## config.mk

```make
export PLATFORM = sky130hd
export DESIGN_NAME = gfinv_exp
export DESIGN_NICKNAME = d
export VERILOG_FILES = /design/src/rtl/gfinv_pkg.sv /design/src/rtl/gf_squarer.sv /design/src/rtl/gf_mul.sv /design/src/rtl/gfinv_ctrl.sv /design/src/rtl/gfinv_dpath.sv /design/src/rtl/gfinv_exp.sv
export SDC_FILE = /design/constraint.sdc
export NUM_CORES = 1
export LEC_CHECK = 0
export CAP_MARGIN = 40
export CORE_MARGIN = 1
export CORE_UTILIZATION = 60
export DETAILED_ROUTE_END_ITERATION = 12
export MAX_ROUTING_LAYER = met4
export PLACE_DENSITY = 0.78
export SETUP_SLACK_MARGIN = 0.1
export SLEW_MARGIN = 25
export SYNTH_ARGS = -nofsm -noshare
export SYNTH_HDL_FRONTEND = slang
export SYNTH_SLANG_ARGS = --single-unit
```

## constraint.sdc

```tcl
create_clock -name clk -period 8 [get_ports clk]
set_input_delay 0.8 -clock clk [delete_from_list [all_inputs] [get_ports clk]]
set_output_delay 0.8 -clock clk [all_outputs]
set_load 0.02 [all_outputs]
```

## src/rtl/gfinv_pkg.sv

```systemverilog
`timescale 1ns/1ps
package gfinv_pkg;

  // One strobe per datapath action; the controller raises at most one per cycle.
  typedef struct packed {
    logic load;   // take operand, clear the result-holding scratch slot
    logic sq;     // square operand register in place
    logic isq;    // square root of operand register in place
    logic copy;   // XOR operand register into scratch slot 0
    logic mac;    // XOR operand*scr[idx-2] into scr[idx-1]
    logic cap;    // latch the last scratch slot into result
    logic fin;    // done cycle
  } stepCmd_t;

endpackage

```

## src/rtl/gf_squarer.sv

```systemverilog
`timescale 1ns/1ps
module gf_squarer #(
  parameter int             W       = 10,
  parameter logic [W-1:0]   POLY    = 10'h009,
  parameter bit             INVERSE = 1'b0
) (
  input  logic [W-1:0] din,
  output logic [W-1:0] dout
);

  // Spread bits to even positions, then fold the upper half down with the polynomial.
  function automatic logic [W-1:0] sqOnce(input logic [W-1:0] a);
    logic [2*W-2:0] v;
    v = '0;
    for (int i = 0; i < W; i++) v[2*i] = a[i];
    for (int k = 2*W-2; k >= W; k--) begin
      if (v[k]) begin
        v[k] = 1'b0;
        v[k-W +: W] = v[k-W +: W] ^ POLY;
      end
    end
    return v[W-1:0];
  endfunction

  generate
    if (!INVERSE) begin : g_fwd
      assign dout = sqOnce(din);
    end else begin : g_inv
      // Square root equals raising to 2^(W-1): W-1 chained squarings.
      logic [W-1:0] stage [W];
      assign stage[0] = din;
      for (genvar g = 1; g < W; g++) begin : g_chain
        assign stage[g] = sqOnce(stage[g-1]);
      end
      assign dout = stage[W-1];
    end
  endgenerate

endmodule

```

## src/rtl/gf_mul.sv

```systemverilog
`timescale 1ns/1ps
module gf_mul #(
  parameter int           W    = 10,
  parameter logic [W-1:0] POLY = 10'h009
) (
  input  logic [W-1:0] a,
  input  logic [W-1:0] b,
  output logic [W-1:0] p
);

  logic [W-1:0] acc;
  logic [W-1:0] sh;

  always_comb begin
    acc = '0;
    sh  = a;
    for (int i = 0; i < W; i++) begin
      if (b[i]) acc = acc ^ sh;
      sh = sh[W-1] ? ((sh << 1) ^ POLY) : (sh << 1);
    end
    p = acc;
  end

endmodule

```

## src/rtl/gfinv_ctrl.sv

```systemverilog
`timescale 1ns/1ps
module gfinv_ctrl
  import gfinv_pkg::*;
#(
  parameter int W  = 10,
  parameter int IW = 4
) (
  input  logic          clk,
  input  logic          rstN,
  input  logic          start,
  output stepCmd_t      cmd,
  output logic [IW-1:0] idx,
  output logic          busy,
  output logic          done
);

  typedef enum logic [3:0] {
    S_IDLE, S_FSQ0, S_FCOPY, S_FSQ, S_FMAC, S_CAP,
    S_RISQ, S_RMAC, S_TISQ1, S_TCOPY, S_TISQ2, S_DONE
  } ctlState_t;

  localparam logic [IW-1:0] IDX_FIRST = IW'(2);
  localparam logic [IW-1:0] IDX_LAST  = IW'(W-1);
  localparam logic [IW-1:0] IDX_REV   = IW'(W-2);

  ctlState_t state;

  always_ff @(posedge clk or negedge rstN) begin
    if (!rstN) begin
      state <= S_IDLE;
      idx   <= '0;
    end else begin
      case (state)
        S_IDLE:  if (start) state <= S_FSQ0;
        S_FSQ0:  state <= S_FCOPY;
        S_FCOPY: begin idx <= IDX_FIRST; state <= S_FSQ; end
        S_FSQ:   state <= S_FMAC;
        S_FMAC: begin
          if (idx == IDX_LAST) state <= S_CAP;
          else begin idx <= idx + IW'(1); state <= S_FSQ; end
        end
        S_CAP:   begin idx <= IDX_REV; state <= S_RISQ; end
        S_RISQ:  state <= S_RMAC;
        S_RMAC: begin
          if (idx == IDX_FIRST) state <= S_TISQ1;
          else begin idx <= idx - IW'(1); state <= S_RISQ; end
        end
        S_TISQ1: state <= S_TCOPY;
        S_TCOPY: state <= S_TISQ2;
        S_TISQ2: state <= S_DONE;
        S_DONE:  state <= S_IDLE;
        default: state <= S_IDLE;
      endcase
    end
  end

  always_comb begin
    cmd = '0;
    case (state)
      S_IDLE:                   cmd.load = start;
      S_FSQ0, S_FSQ:            cmd.sq   = 1'b1;
      S_FCOPY, S_TCOPY:         cmd.copy = 1'b1;
      S_FMAC, S_RMAC:           cmd.mac  = 1'b1;
      S_CAP:                    cmd.cap  = 1'b1;
      S_RISQ, S_TISQ1, S_TISQ2: cmd.isq  = 1'b1;
      S_DONE:                   cmd.fin  = 1'b1;
      default:                  cmd      = '0;
    endcase
  end

  assign busy = (state != S_IDLE) && (state != S_DONE);
  assign done = (state == S_DONE);


  step_onehot_chk: assert property (@(posedge clk) disable iff (!rstN)
    $onehot0({cmd.load, cmd.sq, cmd.isq, cmd.copy, cmd.mac, cmd.cap, cmd.fin}));


  done_pulse_chk: assert property (@(posedge clk) disable iff (!rstN)
    done |=> !done);


  run_needs_start_chk: assert property (@(posedge clk) disable iff (!rstN)
    $rose(busy) |-> $past(start));

endmodule

```

## src/rtl/gfinv_dpath.sv

```systemverilog
`timescale 1ns/1ps
module gfinv_dpath
  import gfinv_pkg::*;
#(
  parameter int           W    = 10,
  parameter logic [W-1:0] POLY = 10'h009,
  parameter int           IW   = 4
) (
  input  logic          clk,
  input  logic          rstN,
  input  stepCmd_t      cmd,
  input  logic [IW-1:0] idx,
  input  logic [W-1:0]  operand,
  output logic [W-1:0]  result
);

  localparam int NSCR = W - 1;

  logic [W-1:0]  opReg;
  logic [W-1:0]  sqOut;
  logic [W-1:0]  isqOut;
  logic [W-1:0]  mulOut;
  logic [W-1:0]  mulSrc;
  logic [W-1:0]  scr [NSCR];
  logic [IW-1:0] srcSel;
  logic [IW-1:0] tgtSel;

  assign srcSel = idx - IW'(2);
  assign tgtSel = idx - IW'(1);
  assign mulSrc = scr[srcSel];

  gf_squarer #(.W(W), .POLY(POLY), .INVERSE(1'b0)) u_sq (
    .din (opReg),
    .dout(sqOut)
  );

  gf_squarer #(.W(W), .POLY(POLY), .INVERSE(1'b1)) u_isq (
    .din (opReg),
    .dout(isqOut)
  );

  gf_mul #(.W(W), .POLY(POLY)) u_mul (
    .a(opReg),
    .b(mulSrc),
    .p(mulOut)
  );

  always_ff @(posedge clk or negedge rstN) begin
    if (!rstN)         opReg <= '0;
    else if (cmd.load) opReg <= operand;
    else if (cmd.sq)   opReg <= sqOut;
    else if (cmd.isq)  opReg <= isqOut;
  end

  always_ff @(posedge clk or negedge rstN) begin
    if (!rstN) begin
      for (int g = 0; g < NSCR; g++) scr[g] <= '0;
    end else begin
      if (cmd.load) scr[NSCR-1] <= '0;
      if (cmd.copy) scr[0]      <= scr[0] ^ opReg;
      if (cmd.mac)  scr[tgtSel] <= scr[tgtSel] ^ mulOut;
    end
  end

  always_ff @(posedge clk or negedge rstN) begin
    if (!rstN)        result <= '0;
    else if (cmd.cap) result <= scr[NSCR-1];
  end

  // Checking aids: copy of the loaded operand and a flag for leftover scratch bits.
  logic [W-1:0] opShadow;
  logic         scrDirty;

  always_ff @(posedge clk or negedge rstN) begin
    if (!rstN)         opShadow <= '0;
    else if (cmd.load) opShadow <= operand;
  end

  always_comb begin
    scrDirty = 1'b0;
    for (int g = 0; g < NSCR-1; g++) scrDirty = scrDirty | (|scr[g]);
  end


  operand_restored_chk: assert property (@(posedge clk) disable iff (!rstN)
    cmd.fin |-> (opReg == opShadow));


  scratch_clean_chk: assert property (@(posedge clk) disable iff (!rstN)
    cmd.fin |-> !scrDirty);


  result_kept_chk: assert property (@(posedge clk) disable iff (!rstN)
    cmd.fin |-> (result == scr[NSCR-1]));


  result_hold_chk: assert property (@(posedge clk) disable iff (!rstN)
    !cmd.cap |=> $stable(result));

endmodule

```

## src/rtl/gfinv_exp.sv

```systemverilog
`timescale 1ns/1ps
module gfinv_exp
  import gfinv_pkg::*;
#(
  parameter int           W    = 10,
  parameter logic [W-1:0] POLY = 10'h009
) (
  input  logic         clk,
  input  logic         rstN,
  input  logic         start,
  input  logic [W-1:0] operand,
  output logic         busy,
  output logic         done,
  output logic [W-1:0] result
);

  localparam int IW = $clog2(W);

  stepCmd_t      cmd;
  logic [IW-1:0] idx;

  gfinv_ctrl #(.W(W), .IW(IW)) u_ctrl (
    .clk  (clk),
    .rstN (rstN),
    .start(start),
    .cmd  (cmd),
    .idx  (idx),
    .busy (busy),
    .done (done)
  );

  gfinv_dpath #(.W(W), .POLY(POLY), .IW(IW)) u_dpath (
    .clk    (clk),
    .rstN   (rstN),
    .cmd    (cmd),
    .idx    (idx),
    .operand(operand),
    .result (result)
  );

endmodule

```

==> flow_summary.toml, run 1 <==
[critical_path]
reg2reg_depth = 10
worstReg2RegStart = "u_ctrl.idx[1]$_DFFE_PN0P_"
critPathRequiredTime_ps = 8320
cp_slowest_cell = "ha_1"
r2r_end = "u_dpath.scr[23]$_DFFE_PN0P_"
reg2reg_slack_ps = 2830
crit_type = "register to register"
end_kind = "register"
start_kind = "register"
max_stage_delay_ps = 870
cp_num_buf_inv = 1
cp_cell_sequence = "inv_1, ha_1, nor2b_1, a222oi_1, a21o_1, nor4_1, or3_1, o211ai_1, a211oi_1, a211o_1"
crit_arrival_ps = 5490
critPathTopFamily = "compound AO/OA/AOI/OAI gates"
crit_fanout = 20

[global_route]
grt_max_degree = 62
grt-ovfl-total = 0
grt_usage_pct = 36.04
grt_antenna_before_repair = 0
grt_pass1_wl_mm = 39.26
grt_use_met3_pct = 8.196
grt_pass1_vias = 6852
busiest_layer = "met2"
grt_use_met2_pct = 54.18
grtUsageMet1_pct = 46.57

[detailed_routing]
first_iter_violations = 904
drt-wirelength-per-cell_um = 24.05
detail-route-antenna-nets = 0
drc = 0
first_pass_iters = 5
routed_wl_mm = 25.27
routed_via_density = 6.833
vias = 7181

[synthesis]
synth_seq_cells = 118
synth_ff_type = "dfrtp_1"
avgSynthCellArea_um2 = 10.51
netlist-cell-type-count = 70
synth_nets = 875
syn_area_um2 = 8955
synth-seq-area-share_pct = 32.97
yosysWarnings = 0
synth_edf_count = 0
synthCells = 852
async_flop_share_pct = 100.0

[cts]
cts_tree = "yes"
clock_latency_ps = 430
clkTransAtPathRegs_ps = 60
cts_resized = 0
cts_htree_levels = 4
clock_sinks = 118
clockRootBuffer = "clkbuf_16"
cts_buffer_depth = 2
hold_buffers = 0
cts_setup_buffers = 0
numCtsBuffers = 17

[die]
rows = 44
initial_core_util_pct = 61.61
die_x_um = 124.2
dieArea_um2 = 15420
die_y_um = 124.2
ios = 25
core_um2 = 14530

[sta]
finalHoldViolations = 0
timing.final.crit_period_ps = 5171
finalSetupViolCount = 0
max_slew_margin_pct = 43.57
fin_crit_sh_pct = 64.64
final_max_slew_viol_count = 0
fin_setup_tns_ps = 0
rsz0062_at_grt = "false"
worstMarginPinSlew_ps = 834.8
fin_skew_ps = 9.260
fmax_ghz = 0.1934

[final_layout]
nets = 877
layout-drive-gt1-share_pct = 21.80
antennaDiodeCount = 0
fill_cells = 1077
area_growth_pct = 10.70

[flow_run]
cap_viol_max_count = 0

[min_path]
hp-class = "input port to asynchronous set/reset pin"

[run_status]
status = "complete, no violations"

[place]
gp_congestion = 1.002
dp_hpwl_mm = 17.77
io_buffers = 24
[cells by family (layout without fill, tap and decap cells)]
| group | count (synthesis) | count (layout) | synth area share (%) |
|---|---|---|---|
| AO/OA/AOI/OAI | 159 | 159 | 12.17 |
| XOR/XNOR | 96 | 96 | 12.48 |
| adder cells (fa/ha/maj) | 10 | 10 | 1.397 |
| buffers and inverters | 74 | 89 | 4.303 |
| flip-flops | 118 | 118 | 32.97 |
| multiplexers | 162 | 162 | 24.06 |
| AND/OR/NAND/NOR | 233 | 233 | 12.62 |
[cell usage after synthesis (all sizes together), types with 2 or more instances]
cell type	instances	area share [%]
nor3b	2	0.17
and3	18	1.4
and2	3	0.21
a221oi	5	0.49
mux2	94	12
xor2	19	1.9
mux4	29	7.8
a21o	13	1.1
a22oi	11	0.92
o31ai	3	0.36
nand4b	5	0.49
nand2b	10	0.70
o22ai	7	0.49
o21ai	30	1.7
nor4	9	0.63
ha	10	1.4
a211o	11	1.1
buf	23	2.2
nor2	34	1.4
clkbuf	41	1.7
a32oi	2	0.20
nand3	18	1.0
a311oi	4	0.39
o211a	3	0.34
nand2	100	4.2
nor2b	6	0.42
mux2i	39	4.4
nand4	3	0.21
a31oi	2	0.14
or3	4	0.34
or2	4	0.28
a21oi	37	2.2
a211oi	11	0.98
o311ai	3	0.29
xnor3	18	4.6
dfrtp	118	33
inv	10	0.42
o211ai	6	0.50
nor3	14	0.91
a21boi	2	0.17
xnor2	59	5.9
[routing by layer]
metal  vias to the layer above  wire, um
li1                       3138         -
met5                         -         0
met2                       389     11840
met3                        77      2054
met1                      3577     10430
met4                         0       946
[worst max-delay path by stage]
stage / slack [ps] / end / cells after the start / from
floorplan: 4000 / u_dpath.scr[85]$_DFF_PN0_ / 14 / u_ctrl.idx[1]$_DFFE_PN0P_
global placement: 3330 / u_dpath.scr[13]$_DFFE_PN0P_ / 10 / u_ctrl.idx[1]$_DFFE_PN0P_
detailed placement: 3120 / u_dpath.scr[63]$_DFFE_PN0P_ / 10 / u_ctrl.idx[1]$_DFFE_PN0P_
CTS: 3080 / u_dpath.scr[63]$_DFFE_PN0P_ / 10 / u_ctrl.idx[1]$_DFFE_PN0P_
global route: 2650 / u_dpath.scr[33]$_DFFE_PN0P_ / 10 / u_ctrl.idx[1]$_DFFE_PN0P_
finish: 2830 / u_dpath.scr[23]$_DFFE_PN0P_ / 10 / u_ctrl.idx[1]$_DFFE_PN0P_
[stage by stage]
stage	hold slack (ps)	utilization, %	instance area [um2]	std cells	setup WS (ps)
after floorplan	465.0	-	8955	852	4003
after global placement	485.9	63.07	9166	1008	3328
after detailed placement	493.4	63.53	9234	1014	3124
after CTS	368.0	67.73	9843	1046	3077
after global routing	386.6	68.21	9913	1051	2651
final	356.3	68.21	9913	1051	2829
[placed cells by master, fill, tap and decap left out, types with 15 or more instances in the layout]
master	instances
clkdlybuf4s50_1	23
clkbuf_16	17
dfrtp_1	117
nand2_1	100
o21ai_0	29
xor2_1	18
and3_1	16
mux4_2	16
nand3_1	18
xnor2_1	57
nor2_1	34
a21oi_1	35
buf_4	15
mux2_2	93
mux2i_1	39
[flip-flops by register name (all words and copies together), names as in the netlist]
signal          count
u_dpath.scr        90
u_dpath.opReg      10
u_ctrl.idx          4
u_ctrl.state        4
u_dpath.result     10
[layout make-up]
cell class                      count  area, um2  share of cell area (%)
Clock inverter                     12      142.6                   1.439
Clock buffer                       20      466.7                   4.708
Tap cell                          184      230.2                   2.322
Multi-Input combinational cell    660       5617                   56.66
Sequential cell                   118       2954                   29.80
Timing Repair Buffer               47      465.4                   4.695
Inverter                           10      37.54                  0.3786
[worst register-to-register path, cell delays in order, from the launching register on]
cell and delay (ps):
dfrtp_1 740, inv_1 330, ha_1 870, nor2b_1 230
a222oi_1 710, a21o_1 440, nor4_1 110, or3_1 450
o211ai_1 720, a211oi_1 200, a211o_1 260
Power of run 1 is not shown: default switching activity piles up to over one toggle a cycle in this logic, so the estimate is an artifact.
==> run 2: changes to the inputs <==
CORE_UTILIZATION = 57   (was 60)
PLACE_DENSITY = 0.77   (was 0.78)
clock period = 4.2 ns   (was 8 ns; I/O delays follow)
==> run 2 against run 1 <==
Against the previous run:
- highest routed layer unchanged
- global-route usage down 1.1 points
- utilization fell by 2.3 points
- count of clock-buffer cells in the layout grew 1
- die area rose by 5.2%
- non-clock buffer count is 18 higher
- sequential share of layout area down 0.41 points
- fmax up 29%
- hold slack improved by 85 ps
- via count rose by 1.1%
- final area is 1.4% higher
==> flow_summary.toml, run 2 (synthesized netlist as in run 1, its figures left out) <==
[sta]
final_max_slew_viol_count = 0
fmax_ghz = 0.2498
finalSetupViolCount = 0
timing.final.crit_period_ps = 4004
rsz0062_at_grt = "true"
fin_skew_ps = 10.52
max_slew_margin_pct = 45.92
fin_crit_sh_pct = 95.33
finalHoldViolations = 0
fin_setup_tns_ps = 0
worstMarginPinSlew_ps = 811.2

[global_route]
grt_pass1_wl_mm = 41.03
grt_max_degree = 62
grt_usage_pct = 34.95
grt_antenna_before_repair = 0
grt_pass1_vias = 7065
grt-ovfl-total = 0

[final_layout]
nets = 895
largest_reg_flops = 90
mostFrequentLayoutCell = "dfrtp_1"
area_growth_pct = 12.25
antennaDiodeCount = 0
regMostFlops = "u_dpath.scr"
layout-drive-gt1-share_pct = 23.62
largestRegisters = "u_dpath.scr (90), u_dpath.opReg (10), u_dpath.result (10)"
layout_common_cells = "117 x dfrtp_1, 100 x nand2_1, 93 x mux2_2"

[cts]
numCtsBuffers = 17
cts_htree_levels = 4
clock_sinks = 118
clkTransAtPathRegs_ps = 60
clockRootBuffer = "clkbuf_16"
cts_tree = "yes"
clock_latency_ps = 430
cts_buffer_depth = 2

[detailed_routing]
detail-route-antenna-nets = 0
routed_via_density = 6.625
drt-wirelength-per-cell_um = 23.77
first_pass_iters = 5
routed_wl_mm = 26.05
drc = 0
vias = 7261
first_iter_violations = 928

[die]
dieArea_um2 = 16220
ios = 25
core_um2 = 15260
initial_core_util_pct = 58.69
die_x_um = 127.3
rows = 45
die_y_um = 127.3

[critical_path]
reg2reg_slack_ps = 200
crit_arrival_ps = 4310
end_kind = "register"
crit_type = "register to register"
start_kind = "register"
crit_fanout = 17
critPathRequiredTime_ps = 4510

[place]
io_buffers = 24
dp_hpwl_mm = 18.44
gp_congestion = 0.9714

[min_path]
hp-class = "input port to asynchronous set/reset pin"

[run_status]
status = "complete, no violations"

[flow_run]
cap_viol_max_count = 0
-- run 2: worst max-delay path, stage by stage, from the launching register on --
cell and delay, ps:
dfrtp_1 470, inv_1 130, ha_1 360, buf_4 270
mux4_2 370, and3_4 230, o31ai_2 250, xnor3_1 430
xnor3_2 470, xor2_2 480, a211oi_1 120, a211o_1 280
-- run 2: per-layer routing --
metal,global-route usage [%],part of all wire [%]
met5,-,0
met4,17.02,4.1
met3,6.030,6.8
met2,53.55,47
met1,45.16,42
-- run 2: metrics by stage --
step | worst slack [ps] | cells | area [um2] | hold slack [ps] | util, %
3_3_place_gp | 286.2 | 1057 | 9378 | 340.0 | 61.46
5_1_grt | 52.99 | 1096 | 10050 | 479.2 | 65.88
6_report | 196.3 | 1096 | 10050 | 441.7 | 65.88
4_1_cts | 126.8 | 1092 | 9987 | 448.7 | 65.45
3_5_place_dp | 113.0 | 1058 | 9385 | 352.5 | 61.51
2_1_floorplan | 203.2 | 852 | 8955 | 124.4 | -
-- run 2: worst paths after layout --
path	end	cells after the start	start
worst max-delay path	u_dpath.scr[23]$_DFFE_PN0P_	11	u_ctrl.idx[2]$_DFFE_PN0P_
worst min-delay path	u_ctrl.state[1]$_DFFE_PN0P_	2	rstN
worst max register to register	u_dpath.scr[23]$_DFFE_PN0P_	11	u_ctrl.idx[2]$_DFFE_PN0P_
worst min register to register	u_dpath.result[9]$_DFFE_PN0P_	1	u_dpath.result[9]$_DFFE_PN0P_
max in group asynchronous	u_dpath.scr[15]$_DFFE_PN0P_	3	rstN
min in group clk	u_dpath.result[9]$_DFFE_PN0P_	1	u_dpath.result[9]$_DFFE_PN0P_
-- run 2: final cells by class --
type / count / area [um2]
tap: 211 / 264.0
inverter: 10 / 37.54
timing repair buffer: 65 / 555.5
multi-input combinational: 660 / 5657
clock buffer: 21 / 460.4
clock inverter: 11 / 123.9
sequential: 118 / 2954
fill: 1145 / 5206
-- run 2: timing repair --
action / CTS / global route
pin swaps: 1 / 3
setup endpoints to repair: 7 / 34
endpoints found under the hold margin: 24 / 0
setup buffers: 1 / 2
gates cloned: 0 / 0
resized for setup: 0 / 7
hold buffers: 1 / 0
Power of run 2 is left out for the same reason.
==> run 3: changes to the inputs <==
CORE_MARGIN = 2   (was 1)
==> run 3 against run 2 <==
Against the previous run:
- the run now ends with hold timing left
- die area up 3.2%
- non-clock buffer count up 4
- first-iteration DRC count down 16%
- count of clock-buffer cells in the layout down 3
==> flow_summary.toml, run 3 (synthesized netlist as in run 1, its figures left out) <==
[detailed_routing]
routed_wl_mm = 26.57
vias = 7168
detail-route-antenna-nets = 0
first_pass_iters = 6
routed_via_density = 6.522
drc = 0
drt-wirelength-per-cell_um = 24.17
first_iter_violations = 779

[sta]
holdWs_ps = -5.767
fmax_ghz = 0.2517
timing.final.crit_period_ps = 3973
worstMarginPinSlew_ps = 790.0
max_slew_margin_pct = 46.93
finalHoldViolations = 6
rsz0062_at_grt = "false"
final_max_slew_viol_count = 0
fin_crit_sh_pct = 94.61
finalSetupViolCount = 0
fin_skew_ps = 8.579
fin_setup_tns_ps = 0

[cts]
cts_resized = 0
cts_tree = "yes"
clock_latency_ps = 420
cts_htree_levels = 4
clock_sinks = 118
clkTransAtPathRegs_ps = 60
cts_setup_buffers = 0
hold_buffers = 0
cts_buffer_depth = 2
clockRootBuffer = "clkbuf_16"
numCtsBuffers = 17

[global_route]
busiest_layer = "met2"
grt_use_met3_pct = 5.285
grtUsageMet1_pct = 45.42
grt-ovfl-total = 0
grt_antenna_before_repair = 0
grt_max_degree = 59
grt_usage_pct = 34.08
grt_use_met2_pct = 51.76
grt_pass1_vias = 7075
grt_pass1_wl_mm = 41.12

[critical_path]
cp_slowest_cell = "ha_1"
crit_type = "register to register"
reg2reg_depth = 11
cp_cell_sequence = "inv_1, ha_1, buf_4, mux4_1, mux2i_1, mux2i_1, xnor3_1, xnor3_2, xnor2_2, nor4_1, a211o_1"
end_kind = "register"
r2r_end = "u_dpath.scr[23]$_DFFE_PN0P_"
worstReg2RegStart = "u_ctrl.idx[0]$_DFFE_PN0P_"
reg2reg_slack_ps = 230
crit_arrival_ps = 4280
cpMostUsedCell = "mux2i_1"
crit_fanout = 9
critPathRequiredTime_ps = 4500
start_kind = "register"
max_stage_delay_ps = 630

[flow_run]
cap_viol_max_count = 0

[die]
initial_core_util_pct = 58.69
die_x_um = 129.3
ios = 25
core_um2 = 15260
dieArea_um2 = 16730
rows = 45
die_y_um = 129.3

[min_path]
hp-class = "input port to asynchronous set/reset pin"

[final_layout]
nets = 899
largestRegisters = "u_dpath.scr (90), u_dpath.opReg (10), u_dpath.result (10)"
multi_input_area_um2 = 5617
antennaDiodeCount = 0
fill_cells = 1177
layout_common_cells = "117 x dfrtp_1, 100 x nand2_1, 93 x mux2_2"
regMostFlops = "u_dpath.scr"
area_growth_pct = 12.14
layout-drive-gt1-share_pct = 23.65
regArea_um2 = 2954
largest_reg_flops = 90
mostFrequentLayoutCell = "dfrtp_1"

[place]
io_buffers = 24
dp_hpwl_mm = 18.79
gp_congestion = 0.9566

[run_status]
status = "finished, violations left"
violations = "hold timing"
## run 3: cell types whose count changed in the layout (fill, tap and decap cells not counted), sizes merged
cell / before / now
buf: 40 / 45
clkbuf: 22 / 19
inv: 12 / 15
clkinv: 4 / 3
dlygate4sd3: 1 / 0
## run 3: layout make-up
class / instances / share of cell area [%]
flip-flops and latches: 118 / 29.42
repair buffers: 69 / 5.831
clock inverters: 13 / 1.445
inverters: 10 / 0.3738
multi-input cells: 660 / 55.93
clock buffers: 18 / 4.373
well taps: 211 / 2.629
## run 3: critical path: cells and delay by family (launching register included)
kind                     cells  cell delay [ps]
adder cells (fa/ha/maj)      1              630
XOR/XNOR                     3             1310
multiplexers                 3              660
AND/OR/NAND/NOR              1              160
AO/OA/AOI/OAI                1              310
flip-flops                   1              430
buffers and inverters        2              370
## run 3: routing by layer
| layer | wire length (um) | vias up |
|---|---|---|
| met2 | 12310 | 359 |
| met1 | 11440 | 3543 |
| met3 | 1757 | 81 |
| met4 | 1054 | 0 |
| li1 | - | 3185 |
| met5 | 0 | - |
## run 3: how the worst max path moves through the flow
| stage | depth (start not counted) | from | to |
|---|---|---|---|
| after global placement | 10 | u_ctrl.idx[0]$_DFFE_PN0P_ | u_dpath.scr[63]$_DFFE_PN0P_ |
| after global routing | 12 | u_ctrl.idx[1]$_DFFE_PN0P_ | u_dpath.scr[13]$_DFFE_PN0P_ |
| final | 11 | u_ctrl.idx[0]$_DFFE_PN0P_ | u_dpath.scr[23]$_DFFE_PN0P_ |
| after floorplan | 14 | u_ctrl.idx[1]$_DFFE_PN0P_ | u_dpath.scr[85]$_DFF_PN0_ |
| after CTS | 12 | u_ctrl.idx[1]$_DFFE_PN0P_ | u_dpath.scr[23]$_DFFE_PN0P_ |
| after detailed placement | 11 | u_ctrl.idx[0]$_DFFE_PN0P_ | u_dpath.scr[23]$_DFFE_PN0P_ |
## run 3: metrics by stage
stage               instances  worst slack, ps  hold slack, ps  area, um2  utilization [%]
global placement         1066            450.9           444.4       9445            61.90
detailed placement       1067            347.9           457.2       9453            61.95
CTS                      1098            314.8           17.23      10040            65.78
global route             1099            113.7           25.60      10040            65.81
floorplan                 852            203.2           124.4       8955                -
finish                   1099            226.5          -5.767      10040            65.81
Power of run 3 is left out for the same reason.
